## config.mk

```make
export PLATFORM = sky130hd
export DESIGN_NAME = sio_wait_port
export DESIGN_NICKNAME = d
export VERILOG_FILES = /design/src/rtl/sio_pkg.sv /design/src/rtl/sio_clkgen.sv /design/src/rtl/sio_pin_sync.sv /design/src/rtl/sio_shifter.sv /design/src/rtl/sio_ctrl.sv /design/src/rtl/sio_wait_port.sv
export SDC_FILE = /design/constraint.sdc
export NUM_CORES = 1
export LEC_CHECK = 0
export BUFFER_PORTS_ARGS = -buffer_cell sky130_fd_sc_hd__clkbuf_2
export CORE_UTILIZATION = 59
export DETAILED_ROUTE_END_ITERATION = 10
export PLACE_DENSITY_LB_ADDON = 0.12
export SLEW_MARGIN = 20
export SYNTH_ARGS = -nofsm -noshare
export SYNTH_HDL_FRONTEND = slang
export SYNTH_SLANG_ARGS = --single-unit
```

## constraint.sdc

```tcl
create_clock -name clk -period 4.4 [get_ports clk]
set_clock_uncertainty 0.05 [all_clocks]
set_input_delay 0.44 -clock clk [delete_from_list [all_inputs] [get_ports clk]]
set_output_delay 0.44 -clock clk [all_outputs]
set_load 0.01 [all_outputs]
```

## src/rtl/sio_pkg.sv

```systemverilog
package sio_pkg;

    localparam int SIO_DIV_W     = 2;
    localparam int MODE_EXT_BIT  = 0;
    localparam int MODE_DIV_LSB  = 1;
    localparam int MODE_WAIT_BIT = MODE_DIV_LSB + SIO_DIV_W;
    localparam int MODE_REL_BIT  = MODE_WAIT_BIT + 1;
    localparam int MODE_CLR_BIT  = MODE_REL_BIT + 1;
    localparam int SIO_CFG_W     = MODE_CLR_BIT + 1;

    typedef enum logic [1:0] {
        ST_IDLE  = 2'd0,
        ST_SHIFT = 2'd1,
        ST_WAIT  = 2'd2
    } sio_state_e;

    typedef struct packed {
        logic                 ext_clk;
        logic [SIO_DIV_W-1:0] div_sel;
        logic                 wait_en;
    } sio_mode_t;

    typedef struct packed {
        logic release_req;
        logic err_clear;
    } sio_cmd_t;

    typedef struct packed {
        logic rise;
        logic fall;
        logic sdi;
    } sio_edge_t;

    function automatic sio_mode_t mode_fields(input logic [SIO_CFG_W-1:0] w);
        sio_mode_t m;
        m.ext_clk = w[MODE_EXT_BIT];
        m.div_sel = w[MODE_DIV_LSB +: SIO_DIV_W];
        m.wait_en = w[MODE_WAIT_BIT];
        return m;
    endfunction

    function automatic sio_cmd_t cmd_fields(input logic [SIO_CFG_W-1:0] w);
        sio_cmd_t c;
        c.release_req = w[MODE_REL_BIT];
        c.err_clear   = w[MODE_CLR_BIT];
        return c;
    endfunction

endpackage

```

## src/rtl/sio_clkgen.sv

```systemverilog
module sio_clkgen
    import sio_pkg::*;
(
    input  logic                 clk,
    input  logic                 rst,
    input  logic                 run,
    input  logic [SIO_DIV_W-1:0] div_sel,
    input  logic                 si_raw,
    output logic                 sck,
    output sio_edge_t            edg_o
);
    localparam int HC_W = 1 << SIO_DIV_W;

    logic [HC_W-1:0] hc;
    logic [HC_W-1:0] lim;
    logic            sck_q;
    logic            tick;

    // half period is 2^div_sel system clocks
    assign lim  = (HC_W)'((32'd1 << div_sel) - 32'd1);
    assign tick = run && (hc == lim);

    always_ff @(posedge clk) begin
        if (rst || !run) begin
            hc    <= '0;
            sck_q <= 1'b1;
        end else if (tick) begin
            hc    <= '0;
            sck_q <= ~sck_q;
        end else begin
            hc    <= hc + 1'b1;
        end
    end

    assign sck       = sck_q;
    assign edg_o.rise = tick && !sck_q;
    assign edg_o.fall = tick &&  sck_q;
    assign edg_o.sdi  = si_raw;

    assert_idle_high_R2: assert property (@(posedge clk) disable iff (rst)
        !run |=> sck_q);

    assert_rise_level_R2: assert property (@(posedge clk) disable iff (rst)
        edg_o.rise |=> sck_q);

endmodule

```

## src/rtl/sio_pin_sync.sv

```systemverilog
module sio_pin_sync
    import sio_pkg::*;
#(
    parameter int STAGES = 2
) (
    input  logic      clk,
    input  logic      rst,
    input  logic      sck_pin,
    input  logic      sdi_pin,
    output sio_edge_t edg_o
);
    logic [STAGES-1:0] sck_sh;
    logic [STAGES-1:0] sdi_sh;
    logic              sck_prev;

    generate
        for (genvar g = 0; g < STAGES; g++) begin : g_stage
            always_ff @(posedge clk) begin
                if (rst) begin
                    sck_sh[g] <= 1'b1;
                    sdi_sh[g] <= 1'b0;
                end else if (g == 0) begin
                    sck_sh[g] <= sck_pin;
                    sdi_sh[g] <= sdi_pin;
                end else begin
                    sck_sh[g] <= sck_sh[(g == 0) ? 0 : g-1];
                    sdi_sh[g] <= sdi_sh[(g == 0) ? 0 : g-1];
                end
            end
        end
    endgenerate

    always_ff @(posedge clk) begin
        if (rst) sck_prev <= 1'b1;
        else     sck_prev <= sck_sh[STAGES-1];
    end

    assign edg_o.rise = sck_sh[STAGES-1] && !sck_prev;
    assign edg_o.fall = !sck_sh[STAGES-1] && sck_prev;
    assign edg_o.sdi  = sdi_sh[STAGES-1];

    assert_rise_needs_low_R5: assert property (@(posedge clk) disable iff (rst)
        edg_o.rise |=> !edg_o.rise);

endmodule

```

## src/rtl/sio_shifter.sv

```systemverilog
module sio_shifter
    import sio_pkg::*;
#(
    parameter int DATA_W = 8
) (
    input  logic              clk,
    input  logic              rst,
    input  logic              load,
    input  logic [DATA_W-1:0] ld_data,
    input  logic              shift_en,
    input  sio_edge_t         edg,
    input  logic              done,
    output logic              so,
    output logic [DATA_W-1:0] rx_data
);
    logic [DATA_W-1:0] shreg;
    logic [DATA_W-1:0] shreg_nx;
    logic              so_q;
    logic [DATA_W-1:0] rx_q;

    assign shreg_nx = {shreg[DATA_W-2:0], edg.sdi};

    always_ff @(posedge clk) begin
        if (rst) begin
            shreg <= '0;
            so_q  <= 1'b1;
            rx_q  <= '0;
        end else if (load) begin
            shreg <= ld_data;
            so_q  <= ld_data[DATA_W-1];
        end else if (shift_en) begin
            if (edg.rise) begin
                shreg <= shreg_nx;
                if (done) rx_q <= shreg_nx;
            end
            if (edg.fall) so_q <= shreg[DATA_W-1];
        end
    end

    assign so      = so_q;
    assign rx_data = rx_q;

endmodule

```

## src/rtl/sio_ctrl.sv

```systemverilog
module sio_ctrl
    import sio_pkg::*;
#(
    parameter int DATA_W = 8,
    parameter int CNT_W  = 4
) (
    input  logic clk,
    input  logic rst,
    input  logic load_req,
    input  logic release_cmd,
    input  logic err_clr_cmd,
    input  logic wait_en,
    input  logic rise,
    output logic load,
    output logic done,
    output logic busy,
    output logic waiting,
    output logic sf8,
    output logic err
);
    sio_state_e       state;
    logic [CNT_W-1:0] cnt;
    logic             err_q;

    assign load    = load_req && (state == ST_IDLE);
    assign busy    = (state == ST_SHIFT);
    assign waiting = (state == ST_WAIT);
    assign done    = busy && rise && (cnt == (CNT_W)'(DATA_W-1));
    assign sf8     = (cnt == (CNT_W)'(DATA_W));
    assign err     = err_q;

    always_ff @(posedge clk) begin
        if (rst) begin
            state <= ST_IDLE;
            cnt   <= '0;
        end else begin
            unique case (state)
                ST_IDLE: begin
                    if (load || release_cmd) cnt <= '0;
                    if (load) state <= ST_SHIFT;
                end
                ST_SHIFT: begin
                    if (rise) cnt <= cnt + 1'b1;
                    if (done) state <= wait_en ? ST_WAIT : ST_IDLE;
                end
                ST_WAIT: begin
                    if (release_cmd) begin
                        state <= ST_IDLE;
                        cnt   <= '0;
                    end
                end
                default: state <= ST_IDLE;
            endcase
        end
    end

    always_ff @(posedge clk) begin
        if (rst)                                   err_q <= 1'b0;
        else if (load_req && state != ST_IDLE)     err_q <= 1'b1;
        else if (err_clr_cmd)                      err_q <= 1'b0;
    end

    assert_cnt_bound_R6: assert property (@(posedge clk) disable iff (rst)
        cnt <= (CNT_W)'(DATA_W));

    assert_wait_after_eighth_R6: assert property (@(posedge clk) disable iff (rst)
        (state == ST_WAIT) |-> sf8);

    assert_release_clears_R8: assert property (@(posedge clk) disable iff (rst)
        (state == ST_WAIT && release_cmd) |=> (state == ST_IDLE && !sf8));

    assert_err_set_R10: assert property (@(posedge clk) disable iff (rst)
        (load_req && state != ST_IDLE) |=> err_q);

    assert_err_sticky_R10: assert property (@(posedge clk) disable iff (rst)
        (err_q && !err_clr_cmd) |=> err_q);

endmodule

```

## src/rtl/sio_wait_port.sv

```systemverilog
module sio_wait_port
    import sio_pkg::*;
#(
    parameter int DATA_W      = 8,
    parameter int SYNC_STAGES = 2
) (
    input  logic                 clk,
    input  logic                 rst,
    input  logic                 cfg_we,
    input  logic [SIO_CFG_W-1:0] cfg_wdata,
    input  logic                 dat_we,
    input  logic [DATA_W-1:0]    dat_wdata,
    output logic [DATA_W-1:0]    rx_data,
    input  logic                 sck_i,
    output logic                 sck_o,
    output logic                 sck_oe,
    output logic                 so_o,
    input  logic                 si_i,
    output logic                 busy,
    output logic                 waiting,
    output logic                 sf8,
    output logic                 err
);
    localparam int CNT_W = $clog2(DATA_W + 1);

    sio_mode_t mode_q;
    sio_cmd_t  cmd;
    sio_edge_t int_edg, ext_edg, sel_edg;
    logic      load, done, int_run;

    always_ff @(posedge clk) begin
        if (rst)         mode_q <= '0;
        else if (cfg_we) mode_q <= mode_fields(cfg_wdata);
    end

    assign cmd     = cmd_fields(cfg_wdata);
    assign int_run = busy && !mode_q.ext_clk;
    assign sel_edg = mode_q.ext_clk ? ext_edg : int_edg;
    assign sck_oe  = !mode_q.ext_clk;

    sio_clkgen u_clkgen (
        .clk     (clk),
        .rst     (rst),
        .run     (int_run),
        .div_sel (mode_q.div_sel),
        .si_raw  (si_i),
        .sck     (sck_o),
        .edg_o   (int_edg)
    );

    sio_pin_sync #(.STAGES(SYNC_STAGES)) u_sync (
        .clk     (clk),
        .rst     (rst),
        .sck_pin (sck_i),
        .sdi_pin (si_i),
        .edg_o   (ext_edg)
    );

    sio_ctrl #(.DATA_W(DATA_W), .CNT_W(CNT_W)) u_ctrl (
        .clk         (clk),
        .rst         (rst),
        .load_req    (dat_we),
        .release_cmd (cfg_we && cmd.release_req),
        .err_clr_cmd (cfg_we && cmd.err_clear),
        .wait_en     (mode_q.wait_en),
        .rise        (sel_edg.rise),
        .load        (load),
        .done        (done),
        .busy        (busy),
        .waiting     (waiting),
        .sf8         (sf8),
        .err         (err)
    );

    sio_shifter #(.DATA_W(DATA_W)) u_shift (
        .clk      (clk),
        .rst      (rst),
        .load     (load),
        .ld_data  (dat_wdata),
        .shift_en (busy),
        .edg      (sel_edg),
        .done     (done),
        .so       (so_o),
        .rx_data  (rx_data)
    );

    assert_so_on_fall_R3: assert property (@(posedge clk) disable iff (rst)
        (!mode_q.ext_clk && busy && $past(busy) && !$stable(so_o)) |-> $fell(sck_o));

    assert_rx_at_eighth_R4: assert property (@(posedge clk) disable iff (rst)
        !$stable(rx_data) |-> sf8);

    assert_wait_frozen_R7: assert property (@(posedge clk) disable iff (rst)
        (waiting && $past(waiting)) |-> ($stable(rx_data) && $stable(so_o) && sck_o));

endmodule

```

# [Yosys cells after proc, flatten, opt, wreduce, memory -nomap -nowiden]
# Cells that the tools add are included.
[op_classes] add_sub_neg=3 n_reduce_logical=32 n_mux=18 n_bitwise=2 n_eq_ne=10 shifts=1
[op_table] op="8-bit 2-to-1 mux" n=3
[op_table] op="1-bit logical AND" n=12
[op_table] op="4-bit 2-to-1 mux" n=3
[op_table] op="4-bit case mux with 3 select lines" n=1
[op_table] op="2-bit nonzero test" n=5
[op_table] op="4-bit by 1-bit adder with 4-bit output (second input constant)" n=2
[op_table] op="2-bit 2-to-1 mux" n=4
[op_table] op="2-bit by 1-bit != test with 1-bit output (second input constant)" n=4
[op_table] op="4-bit AND reduction" n=2
[op_table] op="2-bit case mux with 3 select lines" n=1
[op_table] op="1-bit logical NOT" n=5
[op_table] op="1-bit 2-to-1 mux" n=5
[op_table] op="4-bit by 3-bit == test with 1-bit output (second input constant)" n=1
[op_table] op="4-bit == test" n=1
[op_table] op="4-bit == test (second input constant)" n=1
[op_table] op="2-bit AND reduction" n=2
[op_table] op="1-bit by 2-bit left shift with 4-bit output (first input constant)" n=1
[op_table] op="4-bit by 1-bit subtractor with 4-bit output (second input constant)" n=1
[op_table] op="3-bit 2-to-1 mux" n=1
[op_table] op="3-bit AND reduction" n=1
[op_table] op="3-bit nonzero test" n=1
[op_table] op="2-bit by 1-bit == test with 1-bit output (second input constant)" n=1
[op_table] op="2-bit == test (second input constant)" n=1
[op_table] op="2-bit logical NOT" n=1
[op_table] op="4 further kinds" n=6
[word_totals] out_inout_bits=15 word_cells=82 register_bits=38 inputBits=20

# [Logic depth before layout (Yosys ltp)]
# Gate-level depths: netlist of run 1.
[logic_depth] depth_word=10 depth_mapped=7 mapped_depth_nobuf=5

# [Hierarchy]
# From an unflattened synthesis of run 1, not the netlist that was laid out.
[unflattened] cells_unflattened=195 hier_area_um2=1800.5
[by_module_without_submodules] mod="sio_shifter" area_each_um2=772.0 seq_area_each_um2=340.3 instances=1 cells_each=86
[by_module_without_submodules] mod="sio_ctrl" area_each_um2=374.1 seq_area_each_um2=140.1 instances=1 cells_each=46
[by_module_without_submodules] mod="sio_clkgen" area_each_um2=301.5 seq_area_each_um2=100.1 instances=1 cells_each=30
[by_module_without_submodules] mod="sio_wait_port" area_each_um2=201.4 seq_area_each_um2=80.1 instances=1 cells_each=20
[by_module_without_submodules] mod="sio_pin_sync" area_each_um2=151.4 seq_area_each_um2=100.1 instances=1 cells_each=13

# [Worst setup path before layout of run 1]
# Ideal clock, no wire load.
[synth_path] path_type="flip-flop to flip-flop" start="reg u_ctrl.state[1]" end="reg u_shift.rx_q[0], in the netlist u_shift.rx_data[0]" setup_time_ns=0.121 t_arrival_ns=1.784 slack_ns=2.444 period_less_slack_ns=1.956 t_required_ns=4.229 path_stages_with_launch=8 path_buffers=2 cell_sequence="dfxtp_1 -> nand2b_1 -> buf_6 -> a2111o_1 -> a21oi_4 -> a22oi_2 -> buf_6 -> mux2_4"
[synth_between] elab_chain_cells=8 elab_cells_between_ends=11 classes_between="eq/ne: 1; mux: 1; bitwise: 1; reduce/logical: 8"
[synth_lines] item="start: declaration" line_no="sio_ctrl.sv:21" text="sio_state_e state;"
[synth_lines] item="start signal: assignment" line_no="sio_ctrl.sv:44" text="if (done) state <= wait_en ? ST_WAIT : ST_IDLE;"
[synth_lines] item="2-bit by 1-bit == test with 1-bit output" line_no="sio_ctrl.sv:26" text="assign busy = (state == ST_SHIFT);"
[synth_lines] item="1-bit logical AND" line_no="sio_wait_port.sv:37" text="assign int_run = busy && !mode_q.ext_clk;"
[synth_lines] item="1-bit logical AND" line_no="sio_clkgen.sv:21" text="assign tick = run && (hc == lim);"
[synth_lines] item="1-bit logical AND" line_no="sio_clkgen.sv:36" text="assign edg_o.rise = tick && !sck_q;"
[synth_lines] item="3-bit 2-to-1 mux" line_no="sio_wait_port.sv:38" text="assign sel_edg = mode_q.ext_clk ? ext_edg : int_edg;"
[synth_lines] item="1-bit logical AND (2 in series)" line_no="sio_ctrl.sv:28" text="assign done = busy && rise && (cnt == (CNT_W)'(DATA_W-1));"
[synth_lines] item="4-bit AND reduction (no line) (*)"
[synth_lines] item="end signal: assignment" line_no="sio_shifter.sv:34" text="if (done) rx_q <= shreg_nx;"
[synth_lines] item="end: declaration" line_no="sio_shifter.sv:19" text="logic [DATA_W-1:0] rx_q;"
# Mark *: on every way between the ends. The rest lies on a longest branch, timed or not.
# A chain may end at the register's enable or synchronous reset.

# [Final worst setup path of run 1]
[layout_path] start="reg u_ctrl.state[0]" end="reg u_shift.rx_q[0], in the netlist u_shift.rx_data[0]"
# Same word-level chain as after synthesis.

==> key figures, run 1 <==
Global route
  • Gr usage total: 22.6%
  • GRT overflow: 0
  • Largest net degree at the start of global routing: 49
  • Vias in the first global route: 1292
  • First-pass GRT wire length: 5700 microns
  • Initial antenna violation count: 0

Final layout
  • Final core utilization: 69.4%
  • NumNets Final: 255
  • Layout cells sized above 1: 25.8%
  • Final Cell Area: 2100 sq um
  • Antenna Cells: 0
  • Layout area overhead: 12.5%

Logic synthesis
  • Mean Syn Cell Area: 9.29 sq um
  • Post-synth top flop: dfxtp_1
  • Ys async rst share: 0%
  • EDFF count, synth: 0
  • Cell variety after synth: 39
  • Synth Register Bits: 38
  • Total number of yosys warnings: 0
  • Mapped Area: 1870 sq um
  • Seq/Total Area, Yosys: 40.7%
  • Synth Instances: 201
  • Mapped Nets: 224

Timing
  • Worst-margin pin slew: 806 ps
  • Final-report max-slew violation count: 0
  • Fmax: 437 MHz
  • TNS Setup: 0 ps
  • Final min period: 2290 ps
  • RSZ-0062 raised after global routing: no
  • Slew Limit Headroom: 46.2%
  • # setup viols final: 0
  • Final Hold Viols: 0
  • Tcrit/Tclk final: 52.0%

Placed design
  • Gp weighted congestion: 0.848
  • Estimated wirelength of the detail-placed design: 2440 microns
  • Port bufs: 34
  • Area after DPL: 2030 sq um

Detailed routing
  • Residual DRC: 0
  • Routed vias/inst: 5.38
  • Post-DRT Antenna Nets: 0
  • Routed wire length: 3420 microns
  • Via count: 1491
  • Starting DRT DRC Count: 78
  • First-pass DRT Iterations: 4
  • Wire length per cell: 12.3 microns

Power and ir drop
  • Total power: 626 uW
  • VDD IR max: 0.238 mV
  • Lkg Pwr: 0.000942 uW
  • PwrDens: 298 nW/um^2

Setup path
  • FF-to-FF path depth: 5
  • Worst-path cell chain: nand2b_1 -> a2111o_1 -> a21oi_4 -> a22oi_2 -> mux2_4
  • Crit path max-delay cell type: dfxtp_1
  • CP max FO: 10
  • R2r setup slk: 2110 ps
  • Origin of the critical flop-to-flop path: u_ctrl.state[0]
  • CP Class: reg2reg
  • Worst setup startpoint: u_ctrl.state[0]
  • Critical path required time: 4590 ps
  • Crit. End Element: flop
  • Slowest stage delay, CP: 490 ps
  • Worst reg2reg path endpoint: u_shift.rx_data[0]
  • Arr. time, crit path: 2480 ps
  • CP Launch Type: flop

Die
  • Core area: 3030 sq um
  • Die width: 58.3 microns
  • Initial core utilization: 61.7%
  • IO Pins: 35
  • Die height: 58.3 microns
  • FP Rows: 20
  • Die area: 3400 sq um

Clocking
  • Worst-Skew Late Latency: 340 ps
  • Cts bufs inserted: 5
  • Cts hold-fix bufs: 0
  • TritonCTS clock tree: done
  • PostCTS Resize Cnt: 0
  • Clock Pin Slew Worst Setup and Hold Paths: 110 ps
  • Post-CTS Setup Inserts: 0
  • Longest Clk Path Bufs: 2
  • H-tree depth: 2
  • Num Clock Sinks: 38
  • Root Driver: clkbuf_4

Worst hold path
  • Hold Crit Depth: 2
  • HP Class: in2reg
  • Hold Path End: u_sync.sck_sh[0]
  • Worst Hold Launch: sck_i

Run status
  • Status: complete, no violations

Run
  • Max Cap Viol: 0
where the power goes:
| part | switching, uW | internal (uW) |
|---|---|---|
| clock network | 107 | 77.4 |
| registers | 8.98 | 355 |
| logic | 40.9 | 36.9 |
stage by stage:
| stage | worst slack, ps | std cells | hold WS [ps] |
|---|---|---|---|
| after floorplan | 2440 | 201 | 339 |
| after global placement | 2170 | 269 | 347 |
| after detailed placement | 2100 | 269 | 355 |
| after CTS | 2180 | 277 | 193 |
| after global routing | 1970 | 277 | 216 |
| final | 2110 | 277 | 219 |
cells in the mapped netlist, types with 3 or more instances:
master	number	area share, %
inv_1	6	1.2
dfxtp_1	38	41
mux2i_1	29	16
nand3_1	3	0.80
nor2_1	18	3.6
nand2b_1	19	6.4
nor3_1	6	1.6
clkbuf_1	6	1.2
nor2b_1	4	1.3
buf_6	3	1.8
or2_2	9	3.0
nand2_1	14	2.8
or3_1	3	1.0
a21oi_1	6	1.6
ha_1	3	2.0
o21ai_0	3	0.80
and3_1	3	1.0
metal layers:
metal	global-route usage, %	routed length [microns]	vias up
met4	11.2	71	0
met5	0	0	-
met3	7.14	157	8
li1	-	-	753
met2	35.1	1590	34
met1	28.3	1600	696
cells in the final DEF, fill, tap and decap left out, types with 4 or more instances in the layout:
master    Yosys  routed
nor3_1        6       6
dfxtp_1      38      38
or2_2         9       9
nand2_1      14      14
inv_1         6       6
nor2b_1       4       4
clkbuf_2      0      34
nand2b_1     19      19
a21oi_1       6       6
clkbuf_4      0       5
mux2i_1      29      29
nor2_1       18      18
registers in the layout, indices dropped and copies added, names as in the netlist:
| register | count |
|---|---|
| u_ctrl.cnt | 4 |
| u_ctrl.err | 1 |
| mode_q | 4 |
| u_sync.sdi_sh | 1 |
| u_clkgen.hc | 4 |
| u_sync.edg_o | 1 |
| u_sync.sck_prev | 1 |
| u_clkgen.sck | 1 |
| u_sync.sck_sh | 2 |
| u_ctrl.state | 2 |
| u_shift.shreg | 8 |
| u_shift.so | 1 |
| u_shift.rx_data | 8 |
cells by family (layout without fill, tap and decap cells):
family / after synthesis / after routing / synth area share [%]
AOI/OAI and AO/OA: 24 / 24 / 10.1
xor gates and xnor gates: 2 / 2 / 0.938
adders and majority gates: 3 / 3 / 2.01
buffers and inverters: 16 / 48 / 4.62
DFF: 38 / 38 / 40.7
muxes: 31 / 31 / 16.9
and+or+nand+nor: 87 / 87 / 24.6
cell type report:
cell class                 count  area, sq um
fill                         248          927
sequential                    38          761
multi-input combinational    147         1030
inverter                       6         22.5
clock inverter                 1         5.00
timing repair buffer          34          170
clock buffer                   7         55.1
tap                           44         55.1
worst max-delay path by stage:
| stage | endpoint | slack [ps] |
|---|---|---|
| floorplan | u_shift.rx_data[0] | 2440 |
| global placement | u_shift.shreg[7] | 2170 |
| detailed placement | u_shift.shreg[7] | 2100 |
| CTS | u_shift.rx_data[0] | 2180 |
| global route | u_shift.rx_data[0] | 1970 |
| finish | u_shift.rx_data[0] | 2110 |
worst max-delay path, delay by kind of cell (launching register included):
kind	cells	cell delay, ps
AO/OA/AOI/OAI	3	1040
flip-flops	1	490
multiplexers	1	360
AND/OR/NAND/NOR	1	250
Note: power is estimated with default switching activity, not from simulation.
==> inputs of run 2 (changes only) <==
--- a/config.mk
+++ b/config.mk
@@ -6,7 +6,7 @@
 export NUM_CORES = 1
 export LEC_CHECK = 0
 export BUFFER_PORTS_ARGS = -buffer_cell sky130_fd_sc_hd__clkbuf_2
-export CORE_UTILIZATION = 59
+export CORE_UTILIZATION = 54
 export DETAILED_ROUTE_END_ITERATION = 10
 export PLACE_DENSITY_LB_ADDON = 0.12
 export SLEW_MARGIN = 20
==> constraint.sdc (replaced) <==
create_clock -name clk -period 2.4 [get_ports clk]
set_clock_uncertainty 0.05 [all_clocks]
set_input_delay 0.24 -clock clk [delete_from_list [all_inputs] [get_ports clk]]
set_output_delay 0.24 -clock clk [all_outputs]
set_load 0.01 [all_outputs]
==> key figures, run 2 (same netlist as run 1, synthesis figures left out) <==
Timing
  • Slew Limit Headroom: 43.8% (was 46.2%)
  • RSZ-0062 raised after global routing: no (unchanged)
  • TNS Setup: 0 ps (unchanged)
  • Final Hold Viols: 0 (unchanged)
  • Fmax: 466 MHz (was 437 MHz)
  • Final worst setup slack: 253 ps (was 2110 ps)
  • Final-report max-slew violation count: 0 (unchanged)
  • Worst-margin pin slew: 839 ps (was 806 ps)
  • Tcrit/Tclk final: 89.5% (was 52.0%)
  • # setup viols final: 0 (unchanged)
  • Final min period: 2150 ps (was 2290 ps)

Clocking
  • H-tree depth: 2 (unchanged)
  • Cts hold-fix bufs: 0 (unchanged)
  • Clock Pin Slew Worst Setup and Hold Paths: 110 ps (about the same)
  • Longest Clk Path Bufs: 2 (unchanged)
  • Cts bufs inserted: 5 (unchanged)
  • PostCTS Resize Cnt: 0 (unchanged)
  • Root Driver: clkbuf_4 (unchanged)
  • Num Clock Sinks: 38 (unchanged)
  • Worst-Skew Late Latency: 340 ps (about the same)
  • TritonCTS clock tree: done (unchanged)
  • Post-CTS Setup Inserts: 0 (unchanged)

Run
  • Max Cap Viol: 0 (unchanged)

Run status
  • Status: complete, no violations (unchanged)

Power and ir drop
  • Lkg Pwr: 0.000974 uW (was 0.000942 uW)
  • Total power: 1260 uW (was 626 uW)
  • PwrDens: 586 nW/um^2 (was 298 nW/um^2)
  • VDD IR max: 0.353 mV (was 0.238 mV)

Placed design
  • Pre-CTS WS: 261 ps (was 2100 ps)
  • Estimated wirelength of the detail-placed design: 2730 microns (was 2440 microns)
  • Port bufs: 34 (unchanged)
  • Gp weighted congestion: 0.893 (was 0.848)

Final layout
  • Most common cell after layout, fill and taps aside: dfxtp_1 (unchanged)
  • Fillers: 276 (was 248)
  • Layout area overhead: 15.3% (was 12.5%)
  • Flip-flop and latch area: 761 sq um (unchanged)
  • Multi-input logic area: 1030 sq um (about the same)
  • Antenna Cells: 0 (unchanged)
  • NumNets Final: 260 (was 255)
  • Layout cells sized above 1: 27.4% (was 25.8%)
  • Most frequent cells in the layout: 38 x dfxtp_1, 34 x clkbuf_2, 29 x mux2i_1 (unchanged)

Worst hold path
  • Worst Hold Launch: sck_i (unchanged)
  • Hold Crit Depth: 2 (unchanged)
  • HP Class: in2reg (unchanged)
  • Hold Path End: u_sync.sck_sh[0] (unchanged)

Setup path
  • Worst-path cell chain: nand2b_1 -> a2111o_1 -> a21oi_4 -> a211oi_4 -> mux2_2 (was nand2b_1 -> a2111o_1 -> a21oi_4 -> a22oi_2 -> mux2_4)
  • CP Class: reg2reg (unchanged)
  • Worst reg2reg path endpoint: u_shift.shreg[7] (was u_shift.rx_data[0])
  • Crit. End Element: flop (unchanged)
  • Arr. time, crit path: 2340 ps (was 2480 ps)
  • Slowest stage delay, CP: 560 ps (was 490 ps)
  • CP max FO: 10 (unchanged)
  • Crit path max-delay cell type: a211oi_4 (was dfxtp_1)
  • R2r setup slk: 250 ps (was 2110 ps)
  • Origin of the critical flop-to-flop path: u_ctrl.state[1] (was u_ctrl.state[0])
  • CP Launch Type: flop (unchanged)
  • Critical path required time: 2600 ps (was 4590 ps)
  • FF-to-FF path depth: 5 (unchanged)

Die
  • Initial core utilization: 58.8% (was 61.7%)
  • FP Rows: 20 (unchanged)
  • Die height: 60.8 microns (was 58.3 microns)
  • Core area: 3180 sq um (was 3030 sq um)
  • Die area: 3700 sq um (was 3400 sq um)
  • Die width: 60.8 microns (was 58.3 microns)
  • IO Pins: 35 (unchanged)

Detailed routing
  • Residual DRC: 0 (unchanged)
  • Routed vias/inst: 5.40 (was 5.38)
  • Wire length per cell: 13.1 microns (was 12.3 microns)
  • Starting DRT DRC Count: 66 (was 78)
  • Routed wire length: 3680 microns (was 3420 microns)
  • Post-DRT Antenna Nets: 0 (unchanged)
  • First-pass DRT Iterations: 4 (unchanged)
  • Via count: 1517 (was 1491)

Global route
  • First-pass GRT wire length: 5960 microns (was 5700 microns)
  • Gr usage total: 22.1% (was 22.6%)
  • Largest net degree at the start of global routing: 30 (was 49)
  • Initial antenna violation count: 0 (unchanged)
  • GRT overflow: 0 (unchanged)
  • Vias in the first global route: 1389 (was 1292)
## run 2: cell types whose count changed in the layout (fill, tap and decap cells not counted), sizes merged
cell,before,now
clkbuf,41,40
clkinv,1,0
buf,0,5
bufinv,0,1
## run 2: layer usage
metal | track usage [%] | share of wire [%]
met5 | 0 | 0
met4 | 8.77 | 1.0
met3 | 5.54 | 5.0
met2 | 36.3 | 48
met1 | 28.0 | 46
## run 2: cell type report
class | instances | area share, %
clock buffers | 6 | 2.38
clock inverters | 1 | 1.39
inverters | 6 | 1.05
multi-input cells | 147 | 47.6
flip-flops and latches | 38 | 35.3
well taps | 44 | 2.56
repair buffers | 39 | 9.65
## run 2: critical path, delay by kind of cell, from the launching register on
kind,cells,cell delay (ps)
multiplexers,1,400
AO/OA/AOI/OAI,3,840
flip-flops,1,410
AND/OR/NAND/NOR,1,340
## run 2: power by group
part | internal [uW] | total (uW) | switching, uW | leakage [uW]
registers | 651 | 667 | 16.0 | 0.000309
logic | 72.1 | 151 | 78.9 | 0.000621
clock network | 243 | 444 | 201 | 0.0000443
## run 2: through the flow
step | instance area (sq um) | util, % | std cells | hold WS, ps
global placement | 2070 | 65.2 | 274 | 342
detailed placement | 2070 | 65.2 | 274 | 349
floorplan | 1870 | - | 201 | 294
CTS | 2150 | 67.8 | 281 | 19.2
finish | 2150 | 67.8 | 281 | 25.6
global route | 2150 | 67.8 | 281 | 13.2
## run 2: how the worst max path moves through the flow
stage          slack, ps            endpoint  cells past startpoint       startpoint
6_report             250    u_shift.shreg[7]                      5  u_ctrl.state[1]
5_1_grt              160    u_shift.shreg[7]                      5  u_ctrl.state[1]
4_1_cts              250    u_shift.shreg[7]                      5  u_ctrl.state[1]
3_5_place_dp         260    u_shift.shreg[7]                      5  u_ctrl.state[1]
3_3_place_gp         360    u_shift.shreg[7]                      5  u_ctrl.state[1]
2_1_floorplan        440  u_shift.rx_data[0]                      7  u_ctrl.state[1]
